### config.mk
export PLATFORM = sky130hd
export DESIGN_NAME = raster_irq_unit
export DESIGN_NICKNAME = d
export VERILOG_FILES = /design/src/rtl/raster_irq_pkg.sv /design/src/rtl/raster_geom_decode.sv /design/src/rtl/raster_line_tracker.sv /design/src/rtl/raster_line_downcounter.sv /design/src/rtl/raster_irq_flags.sv /design/src/rtl/raster_irq_unit.sv
export SDC_FILE = /design/constraint.sdc
export NUM_CORES = 1
export LEC_CHECK = 0
export BUFFER_PORTS_ARGS = -buffer_cell sky130_fd_sc_hd__buf_4
export CORE_ASPECT_RATIO = 0.8
export CORE_UTILIZATION = 29
export CTS_CLUSTER_SIZE = 28
export DETAILED_ROUTE_END_ITERATION = 8
export PLACE_DENSITY = 0.58
export SYNTH_ARGS = -nofsm -noshare
export SYNTH_HDL_FRONTEND = slang
export SYNTH_SLANG_ARGS = --single-unit
export TNS_END_PERCENT = 100
### constraint.sdc
create_clock -name clk -period 9.4 [get_ports clk]
set_input_delay 1.88 -clock clk [delete_from_list [all_inputs] [get_ports clk]]
set_output_delay 1.88 -clock clk [all_outputs]
set_load 0.005 [all_outputs]
### src/rtl/raster_irq_pkg.sv
// Package: shared constants and helpers for the raster interrupt unit.
// Assumes both frame lengths lie between 256 and 511 lines.
package raster_irq_pkg;

    // Height select codes seen on the height_sel port.
    typedef enum logic [1:0] {
        HGT_192 = 2'd0,
        HGT_224 = 2'd1,
        HGT_240 = 2'd2,
        HGT_RSV = 2'd3
    } height_code_e;

    // Bit positions of the two interrupt sources in the flag vector.
    localparam int SRC_FRAME = 0;
    localparam int SRC_LINE  = 1;
    localparam int NUM_SRC   = 2;

    // Visible-position value reached right after the fold, per mode.
    localparam logic [7:0] FOLD_N192 = 8'hD5;
    localparam logic [7:0] FOLD_N224 = 8'hE5;
    localparam logic [7:0] FOLD_P192 = 8'hBA;
    localparam logic [7:0] FOLD_P224 = 8'hCA;
    localparam logic [7:0] FOLD_P240 = 8'hD2;

    // Picks the value the visible position restarts from after the fold.
    function automatic logic [7:0] fold_value(input logic pal, input logic h224, input logic h240);
        if (pal) begin
            if (h240)      return FOLD_P240;
            else if (h224) return FOLD_P224;
            else           return FOLD_P192;
        end
        return h224 ? FOLD_N224 : FOLD_N192;
    endfunction

endpackage

### src/rtl/raster_geom_decode.sv
// Module: turns the standard and height selects into frame geometry.
// Assumes both selects are static while the frame runs; the 240-line code
// is honoured only in the long-frame standard and falls back to 192.
module raster_geom_decode
    import raster_irq_pkg::*;
#(
    parameter int SHORT_LINES = 262,
    parameter int LONG_LINES  = 313,
    parameter int LINE_W      = 9
) (
    input  logic              pal_mode,
    input  logic [1:0]        height_sel,
    output logic [LINE_W-1:0] active_h,
    output logic [LINE_W-1:0] total_lines,
    output logic [LINE_W-1:0] last_line,
    output logic [LINE_W-1:0] fold_line
);

    logic       is_224;
    logic       is_240;
    logic [7:0] fold_val;

    // Decode the effective height and derive lengths and the fold line.
    always_comb begin
        is_224      = (height_code_e'(height_sel) == HGT_224);
        is_240      = (height_code_e'(height_sel) == HGT_240) && pal_mode;
        active_h    = is_240 ? LINE_W'(240) : (is_224 ? LINE_W'(224) : LINE_W'(192));
        total_lines = pal_mode ? LINE_W'(LONG_LINES) : LINE_W'(SHORT_LINES);
        last_line   = total_lines - LINE_W'(1);
        fold_val    = fold_value(pal_mode, is_224, is_240);
        fold_line   = total_lines - LINE_W'(256) + LINE_W'(fold_val);
    end

endmodule

### src/rtl/raster_line_tracker.sv
// Module: raw line counter and the folded CPU-visible vertical position.
// Assumes line_end is a single-cycle pulse and geometry is static.
module raster_line_tracker #(
    parameter int LINE_W = 9
) (
    input  logic              clk,
    input  logic              rst_n,
    input  logic              line_end,
    input  logic [LINE_W-1:0] active_h,
    input  logic [LINE_W-1:0] total_lines,
    input  logic [LINE_W-1:0] last_line,
    input  logic [LINE_W-1:0] fold_line,
    output logic [LINE_W-1:0] line_num,
    output logic [7:0]        vcount,
    output logic              frame_hit
);

    // Advance the raw line on each line-end pulse, wrapping after the last line.
    always_ff @(posedge clk) begin
        if (!rst_n)
            line_num <= '0;
        else if (line_end)
            line_num <= (line_num == last_line) ? '0 : line_num + LINE_W'(1);
    end

    // Fold the raw line into the 8-bit visible position.
    always_comb begin
        if (line_num < fold_line)
            vcount = line_num[7:0];
        else
            vcount = line_num[7:0] - total_lines[7:0];
    end

    // Pulse when the line ending is the first line after the active area.
    always_comb frame_hit = line_end && (line_num == active_h);

    p_wrap_r2: assert property (@(posedge clk) disable iff (!rst_n)
        line_end && (line_num == last_line) |=> line_num == '0);

    p_range_r2: assert property (@(posedge clk) disable iff (!rst_n)
        line_num <= last_line);

    p_step_r4: assert property (@(posedge clk) disable iff (!rst_n)
        line_end && $stable(total_lines) && $stable(fold_line) &&
        (line_num != last_line) && ((line_num + LINE_W'(1)) != fold_line)
        |=> vcount == $past(vcount) + 8'd1);

    p_last_ff_r4: assert property (@(posedge clk) disable iff (!rst_n)
        line_end && (line_num + LINE_W'(1) == last_line) |=> vcount == 8'hFF);

endmodule

### src/rtl/raster_line_downcounter.sv
// Module: programmable line-spacing down-counter with its reload register.
// Assumes line_end is a single-cycle pulse and active_h is static.
module raster_line_downcounter #(
    parameter int LINE_W = 9,
    parameter int CNT_W  = 8
) (
    input  logic              clk,
    input  logic              rst_n,
    input  logic              line_end,
    input  logic [LINE_W-1:0] line_num,
    input  logic [LINE_W-1:0] active_h,
    input  logic [CNT_W-1:0]  reload_val,
    input  logic              reload_wr,
    output logic              underflow
);

    logic [CNT_W-1:0] reload_q;
    logic [CNT_W-1:0] count_q;
    logic             in_window;

    // Lines 0..active_h inclusive count down; all others reload.
    always_comb in_window = (line_num <= active_h);

    // Underflow occurs when a counting line ends with the count at zero.
    always_comb underflow = line_end && in_window && (count_q == '0);

    // Capture software writes to the reload register.
    always_ff @(posedge clk) begin
        if (!rst_n)
            reload_q <= '1;
        else if (reload_wr)
            reload_q <= reload_val;
    end

    // Count down inside the window, reload on underflow or outside it.
    always_ff @(posedge clk) begin
        if (!rst_n)
            count_q <= '1;
        else if (line_end) begin
            if (!in_window || (count_q == '0))
                count_q <= reload_q;
            else
                count_q <= count_q - CNT_W'(1);
        end
    end

    p_hold_r5: assert property (@(posedge clk) disable iff (!rst_n)
        !line_end |=> $stable(count_q));

    p_dec_r5: assert property (@(posedge clk) disable iff (!rst_n)
        line_end && (line_num <= active_h) && (count_q != '0)
        |=> count_q == $past(count_q) - CNT_W'(1));

    p_reload_r6: assert property (@(posedge clk) disable iff (!rst_n)
        underflow |=> count_q == $past(reload_q));

    p_wr_isolated_r7: assert property (@(posedge clk) disable iff (!rst_n)
        reload_wr && !line_end |=> $stable(count_q));

endmodule

### src/rtl/raster_irq_flags.sv
// Module: sticky pending flags per source and the combined level request.
// Assumes set and clear are single-cycle strobes; set wins over clear.
module raster_irq_flags #(
    parameter int N_SRC = 2
) (
    input  logic             clk,
    input  logic             rst_n,
    input  logic [N_SRC-1:0] set_i,
    input  logic [N_SRC-1:0] en_i,
    input  logic             clr_i,
    output logic [N_SRC-1:0] pend_o,
    output logic             irq_o
);

    for (genvar i = 0; i < N_SRC; i++) begin : g_src
        // Hold a pending flag from its set strobe until a status read.
        always_ff @(posedge clk) begin
            if (!rst_n)
                pend_o[i] <= 1'b0;
            else if (set_i[i])
                pend_o[i] <= 1'b1;
            else if (clr_i)
                pend_o[i] <= 1'b0;
        end

        p_set_r9: assert property (@(posedge clk) disable iff (!rst_n)
            set_i[i] |=> pend_o[i]);

        p_clear_r9: assert property (@(posedge clk) disable iff (!rst_n)
            clr_i && !set_i[i] |=> !pend_o[i]);

        p_sticky_r9: assert property (@(posedge clk) disable iff (!rst_n)
            !set_i[i] && !clr_i |=> $stable(pend_o[i]));
    end

    // Combine enabled pending sources into one level request.
    always_comb irq_o = |(pend_o & en_i);

    p_quiet_r10: assert property (@(posedge clk) disable iff (!rst_n)
        $past(clr_i) && !$past(|set_i) |-> !irq_o);

endmodule

### src/rtl/raster_irq_unit.sv
// Module: top of the raster line and frame interrupt unit.
// Assumes the standard and height selects change only under reset and
// line_end is a single-cycle pulse from the horizontal timing generator.
module raster_irq_unit
    import raster_irq_pkg::*;
#(
    parameter int SHORT_LINES = 262,
    parameter int LONG_LINES  = 313,
    parameter int CNT_W       = 8,
    localparam int LINE_W     = $clog2(LONG_LINES)
) (
    input  logic              clk,
    input  logic              rst_n,
    input  logic              line_end,
    input  logic              pal_mode,
    input  logic [1:0]        height_sel,
    input  logic [CNT_W-1:0]  reload_val,
    input  logic              reload_wr,
    input  logic              frame_ie,
    input  logic              line_ie,
    input  logic              status_rd,
    output logic [LINE_W-1:0] line_num,
    output logic [7:0]        vcount,
    output logic              frame_pend,
    output logic              line_pend,
    output logic              irq
);

    logic [LINE_W-1:0]  active_h;
    logic [LINE_W-1:0]  total_lines;
    logic [LINE_W-1:0]  last_line;
    logic [LINE_W-1:0]  fold_line;
    logic               frame_hit;
    logic               underflow;
    logic [NUM_SRC-1:0] set_vec;
    logic [NUM_SRC-1:0] en_vec;
    logic [NUM_SRC-1:0] pend_vec;

    raster_geom_decode #(
        .SHORT_LINES (SHORT_LINES),
        .LONG_LINES  (LONG_LINES),
        .LINE_W      (LINE_W)
    ) u_geom (
        .pal_mode    (pal_mode),
        .height_sel  (height_sel),
        .active_h    (active_h),
        .total_lines (total_lines),
        .last_line   (last_line),
        .fold_line   (fold_line)
    );

    raster_line_tracker #(
        .LINE_W (LINE_W)
    ) u_track (
        .clk         (clk),
        .rst_n       (rst_n),
        .line_end    (line_end),
        .active_h    (active_h),
        .total_lines (total_lines),
        .last_line   (last_line),
        .fold_line   (fold_line),
        .line_num    (line_num),
        .vcount      (vcount),
        .frame_hit   (frame_hit)
    );

    raster_line_downcounter #(
        .LINE_W (LINE_W),
        .CNT_W  (CNT_W)
    ) u_count (
        .clk        (clk),
        .rst_n      (rst_n),
        .line_end   (line_end),
        .line_num   (line_num),
        .active_h   (active_h),
        .reload_val (reload_val),
        .reload_wr  (reload_wr),
        .underflow  (underflow)
    );

    // Route the two sources into the flag vector.
    always_comb begin
        set_vec            = '0;
        en_vec             = '0;
        set_vec[SRC_FRAME] = frame_hit;
        set_vec[SRC_LINE]  = underflow;
        en_vec[SRC_FRAME]  = frame_ie;
        en_vec[SRC_LINE]   = line_ie;
    end

    raster_irq_flags #(
        .N_SRC (NUM_SRC)
    ) u_flags (
        .clk    (clk),
        .rst_n  (rst_n),
        .set_i  (set_vec),
        .en_i   (en_vec),
        .clr_i  (status_rd),
        .pend_o (pend_vec),
        .irq_o  (irq)
    );

    // Expose the individual pending flags.
    always_comb begin
        frame_pend = pend_vec[SRC_FRAME];
        line_pend  = pend_vec[SRC_LINE];
    end

    p_frame_line_r8: assert property (@(posedge clk) disable iff (!rst_n)
        $rose(frame_pend) |-> line_num == active_h + LINE_W'(1));

endmodule

# After elaboration in Yosys (flattened, before gate mapping)
# Index checks and enable logic that the tools add are counted.
# totals
out_inout_bits	20
reg_bits	27
in_bits	18
wordCells	43
# classes
n_lt_le_gt_ge	2
n_addsub	6
bitwise_logic	1
n_mux	15
n_eq_ne	4
reduce_logical	10
# op_table
cell	n
$mux 8	5
$eq 9x9->1	2
$mux 6	3
$mux 9	2
$add 9x1->9 const B	1
$add 9x8->9	1
$le 9x9->1	1
$lt 9x9->1	1
$sub 9x1->9 const B	1
$sub 9x9->9 const B	1
$logic_not 8->1	1
$sub 8x1->8 const B	1
$sub 8x6->8	1
$mux 7	1
$logic_and 1x1->1	4
$mux 1	4
$reduce_bool 2->1	2
$and 2x2->2	1
$eq 2x1->1 const B	1
$eq 2x2->1 const B	1
$reduce_or 2->1	1
$logic_not 1->1	1
$logic_or 1x1->1	1

# Depth between registers and ports, before layout
# Gate-level depths: netlist of run 1.
# depth
depth_word	8
mapped_depth	13
depth_no_buf	12

# Modules after synthesis
# From an unflattened synthesis of run 1, not the netlist that was laid out.
# unflattened
cells_unflattened	338
area_unflattened_um2	2687.6
# by_module_without_submodules
module	seq_area_each_um2	area_per_inst_um2	cells_each	n_inst
raster_line_tracker	180.2	1228.7	157	1
raster_line_downcounter	320.3	1039.7	124	1
raster_geom_decode	0.0	341.6	50	1
raster_irq_flags	40.0	77.6	7	1

# Worst setup path after synthesis of run 1
# Ideal clock, no wire load.
# synth_timing
kind	input-to-output
startpoint	input port height_sel[0]
endpoint	output port vcount[5]
path_stages	13
t_arrival_ns	3.753
slack_ns	3.767
n_path_buf	1
required_ns	7.520
cell_sequence	inv_1 nor2_1 xnor2_1 ha_1 nor2_1 a21oi_1 o211ai_1 ha_1 a41oi_1 a21o_1 clkbuf_1 a211oi_1 a21o_1
# synth_between
elab_chain_cells	8
elab_cells_between_ends	11
cone_classes	add/sub: 1; order compare: 1; eq/ne: 2; mux: 6; reduce/logical: 1
# synth_lines
element	line_no	text
start, declared	raster_irq_unit.sv:16	input logic [1:0] height_sel,
$eq 2x1->1 / $eq 2x2->1 (equally long branches)	raster_geom_decode.sv:25, raster_geom_decode.sv:26	
$mux 7 / $logic_and 1x1->1 (equally long branches)	raster_irq_pkg.sv:29, raster_geom_decode.sv:26	
$mux 8	raster_irq_pkg.sv:28	if (h240) return FOLD_P240;
$mux 8	raster_irq_pkg.sv:27	if (pal) begin
$mux 8 (*)	raster_irq_pkg.sv:32	return h224 ? FOLD_N224 : FOLD_N192;
$add 9x8->9 (*)	raster_geom_decode.sv:31	fold_line = total_lines - LINE_W'(256) + LINE_W'(fold_val);
$lt 9x9->1 (*)	raster_line_tracker.sv:28	if (line_num < fold_line)
$mux 8 (*)	raster_line_tracker.sv:28	
end, declared	raster_irq_unit.sv:23	output logic [7:0] vcount,
# Every way passes the cells marked *; elsewhere a longest branch is shown, timed or not. The select of a mux whose other input is x is not followed.

# Final worst setup path of run 1
# layout_timing
startpoint	input port height_sel[0]
endpoint	output port vcount[1]
# The elaborated chain is that of the path after synthesis.

==> results of run 1 <==
## worst min-delay path: stages (launching register included)
cell and delay (ps):
sky130_fd_sc_hd__dfxtp_1 340, sky130_fd_sc_hd__mux2i_1 60, sky130_fd_sc_hd__nand2_1 60
## registers in the layout, indices dropped and copies added (netlist names)
| name | cells |
|---|---|
| u_count.reload_q | 8 |
| u_flags.pend_o | 2 |
| u_track.line_num | 9 |
| u_count.count_q | 8 |
## power by group through the flow
stage	registers [mW]	logic (mW)	clock network, mW
after floorplan	0.124	0.0276	0
after global placement	0.126	0.0427	0
after detailed placement	0.126	0.0434	0
after CTS	0.123	0.0436	0.0690
after global routing	0.124	0.0498	0.0734
final	0.123	0.0435	0.0663
## cells in the mapped netlist, types with 2 or more instances
| library cell | instances |
|---|---|
| sky130_fd_sc_hd__xnor2_1 | 9 |
| sky130_fd_sc_hd__and3_1 | 3 |
| sky130_fd_sc_hd__ha_1 | 18 |
| sky130_fd_sc_hd__nor2b_1 | 3 |
| sky130_fd_sc_hd__a21o_1 | 6 |
| sky130_fd_sc_hd__dfxtp_1 | 27 |
| sky130_fd_sc_hd__o21ai_0 | 16 |
| sky130_fd_sc_hd__nor2_1 | 23 |
| sky130_fd_sc_hd__buf_6 | 2 |
| sky130_fd_sc_hd__a31oi_1 | 6 |
| sky130_fd_sc_hd__a21oi_1 | 8 |
| sky130_fd_sc_hd__o31ai_1 | 2 |
| sky130_fd_sc_hd__xor2_1 | 9 |
| sky130_fd_sc_hd__o21a_1 | 3 |
| sky130_fd_sc_hd__a211o_1 | 2 |
| sky130_fd_sc_hd__o211ai_1 | 2 |
| sky130_fd_sc_hd__nand2_1 | 25 |
| sky130_fd_sc_hd__nand4_1 | 3 |
| sky130_fd_sc_hd__clkbuf_1 | 4 |
| sky130_fd_sc_hd__nor4_1 | 2 |
| sky130_fd_sc_hd__inv_1 | 16 |
| sky130_fd_sc_hd__mux2i_1 | 8 |
| sky130_fd_sc_hd__nor3_1 | 3 |
| sky130_fd_sc_hd__nand3_1 | 8 |
## cell type report
class	instances	area [um2]	share of cell area, %
clock buffers	3	41.3	1.77
flip-flops and latches	27	541	23.2
multi-input cells	185	1300	55.8
inverters	16	60.1	2.58
repair buffers	37	278	11.9
well taps	84	105	4.51
clock inverters	1	5.00	0.215
## final timing paths
check | start | endpoint | slack (ps) | cells after the start
worst max-delay path | height_sel[0] | vcount[1] | 3320 | 13
worst min-delay path | u_count.reload_q[2] | u_count.reload_q[2] | 480 | 2
worst max register to register | u_track.line_num[5] | u_count.count_q[2] | 7080 | 6
worst min register to register | u_count.reload_q[2] | u_count.reload_q[2] | 480 | 2
## kinds of logic (layout without fill, tap and decap cells)
group | count (synthesis) | in the layout | share of synthesized area [%]
compound gates | 58 | 58 | 20.8
xor+xnor | 18 | 18 | 8.09
fa+ha+maj | 19 | 19 | 12.6
buf+inv | 24 | 57 | 5.46
flops | 27 | 27 | 27.7
mux | 9 | 9 | 4.69
simple gates | 81 | 81 | 20.7
## per-layer routing
layer  wire [um]  share of wire, %  GRT usage [%]
met5           0                 0              0
met4          33              0.70           3.42
met3         212               4.5           3.59
met2        2030                43           21.7
met1        2440                52           20.0
## through the flow
stage	util [%]	power [mW]	cell area (um2)
2_1_floorplan	-	0.152	1950
3_3_place_gp	35.5	0.168	2290
3_5_place_dp	35.5	0.169	2290
4_1_cts	36.2	0.236	2330
5_1_grt	36.2	0.247	2330
6_report	36.2	0.233	2330
==> results, run 1 <==
- The run finished with clean final reports.
- The worst setup path is of the input port to primary output kind.
- STA classifies the critical path startpoint as an input port.
- IR analysis of the VDD net gives a maximum drop of roughly 0.051 mV.
- The number of antenna repair diodes is 0.
- The via count is between 1,500 and 2,000.
- The standard-cell row count is 26.
- The effective utilization at floorplan is between 30% and 40%.
- The core region is approximately 6400 um2.
- Traced cell by cell, the critical path runs through buf_4, inv_1, nor2_1, xnor2_1, ha_1, nor2_1, a21oi_1, o211ai_1, ha_1, a41oi_1, a21o_1, mux2_2, buf_4.
- The number of detailed-route iterations in the first pass is 4.
- The cell family contributing the most delay on the critical path is compound AO/OA/AOI/OAI gates.
- At the pin with the least slew margin, the transition time is approximately 830 ps.
- Counting the buffers created by CTS gives 3.
- In the layout the commonest cells are sky130_fd_sc_hd__buf_4 (37), sky130_fd_sc_hd__dfxtp_1 (27), sky130_fd_sc_hd__nand2_1 (25), sky130_fd_sc_hd__nor2_1 (23), sky130_fd_sc_hd__ha_1 (18).
- Setup repair after global routing left no endpoint under its margin.
- The normalized max-slew margin is 44.2%.
- The number of global-route vias before repair is roughly 1,600.
- The path category of the worst min-delay check is flop to flop.
- The count of buffers inserted at the top-level ports is 37.
- In this run the power density over the cells is between 90 and 100 nW/um2.
- The max capacitance violation total is 0.
- The die covers around 7100 um2.
- The endpoint required time on the critical path is around 7500 ps.
- The gate count of the mapped netlist is 236.
- For this block, the routed nets add up to about 4700 um of wire.
- Pin placement for this block handled 38 I/O pins.
- The cell area that synthesis handed to floorplanning was 1950 um2.
- The delay contributed by the slowest stage of the critical path is about 380 ps.
- The largest individual stage delay along the critical path comes from the cell sky130_fd_sc_hd__mux2_2.
- Adding up every negative setup slack in the final design gives 0 ps.
- Data on the critical path arrives at its endpoint at 4200 ps.
- The number of endpoints with negative hold slack in the final report came to 0.
- In the routed design, unresolved DRC markers number 0.
- Counting flops with an async set or reset pin after synthesis yields a share of 0%.
- The synthesis-to-layout area growth is 19.6%.
- The proportion of power drawn by the clock network is between 20% and 30%.
- The CTS clock-pin slew for the worst setup and hold paths is 90 ps.
- The combinational group share of total power is around a fifth.
- After clock tree synthesis, the setup repair step added 0 buffers.
- The number of nets in the layout is approximately 310.
- The category of the worst setup path capture point is a primary output.
- The share of total power dissipated in sequential elements is between 50 and 60%.
- The final count of pins violating max slew is 0.
- The TritonCTS sink count is 27.
- During synthesis, Yosys emitted a total of 0 warnings.
- The leakage power of the design is between 1 and 1.5 nW.
- The number of flip-flops and latches in the synthesized netlist is 27.
- Including well taps, the total number of placed cells is approximately 350.
- The internal portion of total power is between 0.15 and 0.2 mW.
- The maximum clock path buffer count is 2.
- The worst path uses about 65% of the clock period.
- The placer's final routability congestion estimate is roughly 0.87.
- Clock latency on the worst-skew pair, taken at its later pin, is about 280 ps.
- Using the TritonRoute via totals, the vias-per-cell ratio works out to 4.94.
- Global routing used 14.2% of the available tracks.
- In this run, the number of DRC markers left after iteration 0 of detailed routing was 100.
- TritonCTS built the clock tree.
- Subtracting the final worst setup slack from the clock period gives between 6000 and 7000 ps.
- For this run the aggregate overflow at the end of global routing stands at 0.
- In this run the clock root is driven by a sky130_fd_sc_hd__clkbuf_8.
- Summed over all instances, the cell type with the most area after synthesis is sky130_fd_sc_hd__dfxtp_1.
- The first global-routing pass estimated ~7800 um of wire.
- The layout has about 690 filler cells.
- Static timing analysis puts the maximum clock frequency at between 150 and 200 MHz.
- Of all nets on the critical path, the largest fanout is 13.
- Setup violations remaining at the end of the flow were counted as 0.
- Synthesis produced a netlist with a net count of approximately 270.
- The share of layout cells above drive strength 1 is between 10% and 20%.
- Counting both buffers and inverters, the worst setup path holds a total of 3.
- For the final database, setup skew stands at roughly 2.1 ps.
- The number of antenna violations at the first check in global routing was 0.
- Of the synthesized area, sequential elements account for roughly 28%.
- In this run the biggest area consumer among cell types represents between 20 and 30% of the synthesized area.
- The wire length per cell after detailed routing is about 13 um.
- The H-tree depth is 1.
- The synthesized design contains 0 enable-type register cells.
- The number of distinct library cells after synthesis is 52.
- The mean cell area of the mapped netlist is roughly 8.3 um2.
- The switching power share of the total is a little over a quarter.
- The overall die height is ~75 um.
- Post-CTS repair changed the size of 0 cells.
- By area the synthesized netlist is led by sky130_fd_sc_hd__dfxtp_1 (28%), sky130_fd_sc_hd__ha_1 (12%), sky130_fd_sc_hd__nand2_1 (4.8%).
- The number of nets with antenna violations after detailed routing is 0.
- The HPWL reported at the end of detailed placement is ~3500 um.
- The slack of the critical path is around 3300 ps.
- The cts-stage hold buffer count is 0.
- The primary flip-flop cell chosen by synthesis mapping is sky130_fd_sc_hd__dfxtp_1.
- The chip width is ~94 um.
- Summed over all nets, the switching power comes to between 0.06 and 0.07 mW.
- The library cell used most frequently in the layout, excluding fill and tap cells, is sky130_fd_sc_hd__buf_4.
- The worst setup slack after placement is around 3300 ps.
- Hold timing on the final database bottoms out at a slack of 481 ps.
- After the flow finishes, the layout carries non-filler instances totaling around 350.
- Entering global routing, the biggest net connects 17 pins.
Power figures use the tool's default switching activity.
==> run 2, diff against run 1 <==
--- a/config.mk
+++ b/config.mk
@@ -5,12 +5,13 @@
 export SDC_FILE = /design/constraint.sdc
 export NUM_CORES = 1
 export LEC_CHECK = 0
+export ABC_AREA = 1
 export BUFFER_PORTS_ARGS = -buffer_cell sky130_fd_sc_hd__buf_4
 export CORE_ASPECT_RATIO = 0.8
 export CORE_UTILIZATION = 29
 export CTS_CLUSTER_SIZE = 28
 export DETAILED_ROUTE_END_ITERATION = 8
-export PLACE_DENSITY = 0.58
+export PLACE_DENSITY = 0.6
 export SYNTH_ARGS = -nofsm -noshare
 export SYNTH_HDL_FRONTEND = slang
 export SYNTH_SLANG_ARGS = --single-unit
==> constraint.sdc (replaced) <==
create_clock -name clk -period 5 [get_ports clk]
set_input_delay 1 -clock clk [delete_from_list [all_inputs] [get_ports clk]]
set_output_delay 1 -clock clk [all_outputs]
set_load 0.005 [all_outputs]
==> run 2 against run 1 <==
Sequential share of layout area shrank 1.1 points. Area after synthesis grew 4.6%. Cell area grew 4.9%. Die area grew 4.5%. Register-to-register slack lost 3900 ps.
==> results, run 2 <==
- The flow ran to the end, and the final reports show no timing, DRC or antenna violations.
- The number of antenna diodes in the final layout is 0.
- The overall die height is 77.0 um.
- The utilization of the core after routing is 37.2%.
- The first global-routing pass estimated slightly above 8000 um of wire.
- The chip width is 95.7 um.
- The total die area is between 7000 and 8000 um2.
- After filler insertion, the fill cell instance count of the layout stands at roughly 730.
- Across the VDD grid, the largest voltage drop is approximately 0.12 mV.
- The minimum clock period after layout is approximately 4300 ps.
- The post-CTS resize count is 0.
- For this run, the register share of the synthesized area comes to 26.5%.
- After synthesis, the mean cell area works out to 6.60 um2.
- The HPWL after detailed placement is just under 4000 um.
- The standard-cell row count is 26.
- The sum of overflow across all layers after global routing is 0.
- The category of the worst setup path capture point is a primary output.
- The largest net degree at the start of global routing is 20.
- The TritonCTS buffer count is 3.
- The timing-limited maximum frequency is ~230 MHz.
- The share of the synthesized area in the top cell type is between 20% and 30%.
- Synthesis inferred 27 register bits.
- For this block, the initial DRC count from the detailed router was ~100.
- Buffers added to address setup during post-CTS repair amount to 0.
- The worst hold path passes through 2 cells.
- The path category of the worst min-delay check is flop to flop.
- Buffers placed on the I/O ports in this run total 37.
- The TritonCTS sink count is 27.
- The most area-hungry cell type in the Yosys netlist is sky130_fd_sc_hd__dfxtp_1.
- The largest registers in the layout are u_track.line_num: 9 flops, u_count.count_q: 8 flops, u_count.reload_q: 8 flops.
- The commonest cells after synthesis are sky130_fd_sc_hd__nand2_1 (67), sky130_fd_sc_hd__inv_1 (41), sky130_fd_sc_hd__nand3_1 (35).
- The count of cells along the worst register-to-register path is 6.
- The count of nets left with antenna violations once routing finished came out at 0.
- Summing internal, switching and leakage power gives roughly 0.46 mW.
- Sorting the synthesized cells by area gives the leading types as sky130_fd_sc_hd__dfxtp_1 (27%), sky130_fd_sc_hd__nand2_1 (12%), sky130_fd_sc_hd__ha_1 (11%).
- Of all nets on the critical path, the largest fanout is 13.
- In the routed layout, each cell is associated on average with a via count of 4.76.
- The clock tree from TritonCTS is done.
- The worst setup path is of the input port to primary output kind.
- For the pin with the worst max-slew slack, the measured transition is 522 ps.
- For this design the static power due to leakage is 1.22 nW.
- After clock tree synthesis, the clock-pin slew on the worst setup and hold paths is around 90 ps.
- Summing over every cut layer, the via total after detailed routing is roughly 2,000.
- The library cell used most frequently in the layout, excluding fill and tap cells, is sky130_fd_sc_hd__nand2_1.
- Measured against its own limit, the worst slew margin works out to between 60 and 70%.
- The first detailed-routing pass ran for 5 iterations.
- In the layout the commonest cells are sky130_fd_sc_hd__nand2_1 (67), sky130_fd_sc_hd__inv_1 (41), sky130_fd_sc_hd__buf_4 (37), sky130_fd_sc_hd__nand3_1 (35), sky130_fd_sc_hd__nor2_1 (29).
- Data arrives at the worst endpoint at between 3000 and 4000 ps.
- The number of flip-flops in the largest register is 9.
- The total track usage is 13.9%.
- The post-synth net total is ~350.
- The period utilization is between 80% and 90%.
- The net count of the finished layout is roughly 380.
- The number of cells after detailed placement is approximately 430.
- In this run the power density over the cells is roughly 190 nW/um2.
- The worst setup path is launched from an input port.
- The number of warnings reported in the yosys synthesis log is 0.
- After synthesis the cells add up to just over 2000 um2.
- At the end of routability-driven placement, the weighted congestion stood at between 0.8 and 0.9.
- For this run, design rule violations remaining after detail routing come to 0.
- The number of endpoints with negative hold slack in the final report is 0.
- The most common cell in the netlist is sky130_fd_sc_hd__nand2_1.
- Setup repair after global routing left no endpoint under its margin.
- Relative to the synthesized area, the layout overhead comes to 20.0%.
- The tree is rooted in a sky130_fd_sc_hd__clkbuf_8.
- The wire length per cell after detailed routing is 11.6 um.
- Across the run, the number of max-cap violations was 0.
- The detailed-route wire length is just under 5000 um.
- The effective utilization at floorplan is between 30% and 40%.
- The clock passes through at most 2 buffers.
- Counting flops with an async set or reset pin after synthesis yields a share of 0%.
- The register with the highest flop count is u_track.line_num.
- CTS built an H-tree with a depth of 1.
- The number of distinct library cells after synthesis is 33.
- Synthesis produced a netlist whose cell count is slightly above 300.
- The later-pin clock latency in the skew report is roughly 280 ps.
- After floorplanning, the core was sized to cover 6570 um2.
- Setup violations remaining at the end of the flow were counted as 0.
- The primary flip-flop cell chosen by synthesis mapping is sky130_fd_sc_hd__dfxtp_1.
- The number of global-route vias before repair is roughly 1,800.
- Clock skew on the completed layout was measured at between 6 and 7 ps.
- After clock tree synthesis, the flow added hold-fix buffers numbering 0.
- The number of antenna violations at the first check in global routing is 0.
- Pin placement for this block handled 38 I/O pins.
- The number of enable-type register cells in the synthesized netlist is 0.
- The final cell count without fillers is about 430.
- The share of layout cells above drive strength 1 is between 15 and 20%.
- The final setup TNS is 0 ps.
- The final count of pins violating max slew was 0.
- STA puts the critical path data required time at 4000 ps.
-- run 2: where the power goes --
| part | internal (mW) | total (mW) | switching (mW) |
|---|---|---|---|
| registers | 0.226 | 0.236 | 0.0100 |
| clock network | 0.0567 | 0.128 | 0.0711 |
| logic | 0.0402 | 0.0928 | 0.0526 |
-- run 2: final cells by class --
| cell class | count | area [um2] | area share [%] |
|---|---|---|---|
| timing repair buffer | 37 | 278 | 11.4 |
| multi-input combinational | 233 | 1310 | 53.5 |
| clock buffer | 3 | 41.3 | 1.69 |
| clock inverter | 1 | 7.51 | 0.307 |
| tap | 84 | 105 | 4.30 |
| inverter | 44 | 165 | 6.75 |
| sequential | 27 | 541 | 22.1 |
-- run 2: per-stage QoR --
step / setup WS [ps] / instance area, um2 / hold WS (ps)
6_report: 689 / 2450 / 464
5_1_grt: 453 / 2450 / 503
4_1_cts: 703 / 2450 / 466
3_5_place_dp: 711 / 2400 / 453
3_3_place_gp: 760 / 2400 / 456
2_1_floorplan: 1140 / 2040 / 436
-- run 2: layer usage --
metal | global-route usage, % | up-vias | routed length, um
li1 | - | 1084 | -
met1 | 21.6 | 899 | 2590
met2 | 19.7 | 59 | 2050
met3 | 2.58 | 2 | 310
met4 | 2.24 | 0 | 14
met5 | 0 | - | 0
-- run 2: worst paths after layout --
| check | slack (ps) | start | endpoint |
|---|---|---|---|
| setup / recovery | 690 | height_sel[0] | vcount[6] |
| hold / removal | 460 | u_count.reload_q[6] | u_count.reload_q[6] |
| setup reg to reg | 3210 | u_track.line_num[0] | u_track.line_num[4] |
| hold reg to reg | 460 | u_count.reload_q[6] | u_count.reload_q[6] |
-- run 2: kinds of logic after synthesis --
group / Yosys count / share of synthesized area (%)
simple gates: 154 / 35.1
flops: 27 / 26.5
compound gates: 50 / 12.8
fa+ha+maj: 19 / 12.0
buf+inv: 49 / 9.27
xor+xnor: 10 / 4.30
-- run 2: critical path, stage by stage --
cell and delay [ps]:
sky130_fd_sc_hd__buf_4 80, sky130_fd_sc_hd__inv_1 60, sky130_fd_sc_hd__or2_2 310, sky130_fd_sc_hd__xor2_1 130, sky130_fd_sc_hd__inv_1 60, sky130_fd_sc_hd__ha_1 180, sky130_fd_sc_hd__inv_1 60, sky130_fd_sc_hd__nand2_1 60
sky130_fd_sc_hd__nand2_1 70, sky130_fd_sc_hd__inv_1 40, sky130_fd_sc_hd__ha_1 260, sky130_fd_sc_hd__nand2_1 60, sky130_fd_sc_hd__nor2_1 150, sky130_fd_sc_hd__nand3_1 110, sky130_fd_sc_hd__nand3_2 200, sky130_fd_sc_hd__inv_1 110
sky130_fd_sc_hd__o21ai_0 160, sky130_fd_sc_hd__nand2_1 80, sky130_fd_sc_hd__buf_4 140
==> run 3, diff against run 2 <==
--- a/config.mk
+++ b/config.mk
@@ -5,7 +5,6 @@
 export SDC_FILE = /design/constraint.sdc
 export NUM_CORES = 1
 export LEC_CHECK = 0
-export ABC_AREA = 1
 export BUFFER_PORTS_ARGS = -buffer_cell sky130_fd_sc_hd__buf_4
 export CORE_ASPECT_RATIO = 0.8
 export CORE_UTILIZATION = 29
==> run 3 against run 2 <==
First-iteration DRC count decreased by 8.7%. Critical endpoint is now vcount[1]. Global-route usage decreased by 0.089 points. Sequential share of layout area increased by 1.0 points. Flip-flop and latch count unchanged.
==> results, run 3 (same netlist as run 1, synthesis figures left out) <==
- The flow ran to the end, and the final reports show no timing, DRC or antenna violations.
- Derived from the worst setup path, the maximum achievable clock frequency is ~230 MHz.
- The period utilization is 86.6%.
- Gates resized during post-CTS repair numbered 0.
- The H-tree depth is 1.
- After clock tree synthesis, the setup repair step added 0 buffers.
- Setup repair after global routing left no endpoint under its margin.
- The detailed-route wire length is roughly 4600 um.
- In this run the worst path has a maximum fanout of 13.
- By startpoint and endpoint, the worst setup path is classified as input port to primary output.
- The floorplan step defined a die boundary enclosing about 7000 um2.
- The post-route cell area is around 2300 um2.
- The first-pass GRT wire length is approximately 7700 um.
- Dividing total power by cell area gives a power density of between 150 and 200 nW/um2.
- In the layout the commonest cells are sky130_fd_sc_hd__buf_4 (37), sky130_fd_sc_hd__dfxtp_1 (27), sky130_fd_sc_hd__nand2_1 (25), sky130_fd_sc_hd__nor2_1 (23), sky130_fd_sc_hd__ha_1 (18).
- The DRC marker count from the first detailed-route iteration is 95.
- The area growth from synthesis to layout is 19.8%.
- The tightest min-delay check is of the flop to flop type.
- The maximum clock path buffer count is 2.
- The share of layout cells above drive strength 1 is roughly 18%.
- The floorplan step set the die width to about 94 um.
- Setup slack on the critical path of the routed design comes to between 600 and 700 ps.
- Entering global routing, the biggest net connects 18 pins.
- The total track usage is between 10% and 20%.
- After clock tree synthesis, the flow added hold-fix buffers numbering 0.
- After global routing the overflow that remains totals 0.
- STA puts the critical path data arrival time at 3330 ps.
- In this run, CTS created clock tree buffers numbering 3.
- The overall die height is ~75 um.
- The later-pin clock latency in the skew report is ~280 ps.
- The clock skew after layout is about 4.7 ps.
- The leakage power of the design is approximately 1.1 nW.
- The final count of pins violating max slew is 0.
- The placeable core region is roughly 6400 um2.
- The max capacitance violation total is 0.
- 0 antenna diodes ended up in the layout.
- The part of the total power dissipated in sequential elements is a little over half.
- In the final layout, the registers with the most flip-flops are u_track.line_num: 9 flops, u_count.count_q: 8 flops, u_count.reload_q: 8 flops.
- The HPWL reported at the end of detailed placement is approximately 3600 um.
- The signal on the critical path passes through buf_4, inv_1, nor2_1, xnor2_1, ha_1, nor2_1, a21oi_1, o211ai_1, ha_1, a41oi_1, a21o_1, mux2_2, buf_4.
- Timing analysis after detailed placement gives a worst setup slack of slightly below 700 ps.
- The switching power summed over all nets is 0.123 mW.
- In this run the count of I/O pins placed on the die edge is 38.
- The clock network accounts for between 20% and 30% of the total power.
- On the worst path, the slowest cell contributes a delay of around 380 ps.
- The count of buffers inserted at the top-level ports is 37.
- The number of flip-flops in the largest register is 9.
- In the routed layout, each cell is associated on average with a via count of roughly 5.0.
- The minimum clock period after layout is about 4300 ps.
- The most common cell after layout, fill and taps aside is sky130_fd_sc_hd__buf_4.
- Combinational logic burns about 18% of the power.
- The number of remaining DRC errors is 0.
- At the pin with the least slew margin, the transition time is about 850 ps.
- The worst supply voltage drop on vdd is 0.100 mV.
- Data on the critical path is required at its endpoint by approximately 4000 ps.
- The post-placement cell area is 2290 um2.
- The number of endpoints with negative hold slack in the final report is 0.
- The number of global-route vias before repair is 1,535.
- The count of filler cells inserted in the layout is 682.
- The effective utilization at floorplan is a little under a third.
- STA classifies the critical path endpoint as a primary output.
- Net switching is 27.8% of the power.
- Headroom to the max-slew limit came out at between 40% and 50%.
- Setup violations remaining at the end of the flow were counted as 0.
- The routed layout has ~1,800 vias.
- The final setup TNS is 0 ps.
- At the end of the flow, the number of nets in the layout was slightly above 300.
- The internal portion of total power is 0.320 mW.
- The number of antenna violations at the first check in global routing is 0.
- The count of nets left with antenna violations once routing finished came out at 0.
- The placer's final routability congestion estimate is slightly above 0.8.
- On the critical path, the stage with the largest delay is an instance of sky130_fd_sc_hd__mux2_2.
- The nature of the critical path startpoint is an input port.
- The post-route worst hold slack is between 400 and 500 ps.
- After floorplanning, the core was divided into 26 placement rows.
- After clock tree synthesis, the clock-pin slew on the worst setup and hold paths is 100 ps.
- The TritonCTS sink count is 27.
- The register with the most flip-flops in the final layout is u_track.line_num.
- For this run, the detailed router's first-pass iteration total came to 4.
- The clock tree from TritonCTS is done.
- The design draws about 0.44 mW.
- The root buffer cell chosen for the clock tree is sky130_fd_sc_hd__clkbuf_8.
- The wire length per cell after detailed routing is between 10 and 15 um.
-- run 3: cell types whose count changed in the layout (fill, tap and decap cells not counted), sizes merged, moves of 7 or more --
cell,previous run,this run
a21oi,26,8
inv,43,17
mux2i,0,8
nand2,71,26
nand3,37,9
nor2,30,23
-- run 3: layer usage --
layer,vias to the layer above,global-route usage [%],part of all wire (%)
li1,909,-,-
met1,831,21.0,53
met2,30,20.9,42
met3,2,2.30,3.6
met4,0,1.54,0.41
met5,-,0,0
-- run 3: power by group through the flow --
stage | clock network (mW) | registers, mW | logic [mW]
CTS | 0.135 | 0.231 | 0.0817
finish | 0.130 | 0.232 | 0.0813
global route | 0.145 | 0.232 | 0.0925
floorplan | 0 | 0.233 | 0.0518
global placement | 0 | 0.236 | 0.0801
detailed placement | 0 | 0.236 | 0.0813
-- run 3: layout make-up --
cell class	count	area, um2	share of cell area, %
multi-input combinational	185	1300	55.8
sequential	27	541	23.1
timing repair buffer	37	278	11.9
tap	84	105	4.50
inverter	16	60.1	2.57
clock buffer	3	41.3	1.77
clock inverter	1	8.76	0.375
-- run 3: final timing paths --
check / from / endpoint / slack (ps) / depth (start not counted)
hold / removal: u_count.reload_q[5] / u_count.count_q[5] / 490 / 2
hold reg to reg: u_count.reload_q[5] / u_count.count_q[5] / 490 / 2
setup / recovery: height_sel[0] / vcount[1] / 670 / 13
setup reg to reg: u_track.line_num[5] / u_count.count_q[2] / 2750 / 6
-- run 3: stage by stage --
stage | instances | utilization, %
global placement | 349 | 35.5
floorplan | 236 | -
CTS | 353 | 36.3
global route | 353 | 36.3
detailed placement | 349 | 35.5
finish | 353 | 36.3
-- run 3: critical path, delay by kind of cell --
kind / cells / cell delay (ps)
AO/OA/AOI/OAI: 4 / 790
XOR/XNOR: 1 / 130
adder cells (fa/ha/maj): 2 / 480
buffers and inverters: 3 / 340
multiplexers: 1 / 380
AND/OR/NAND/NOR: 2 / 210
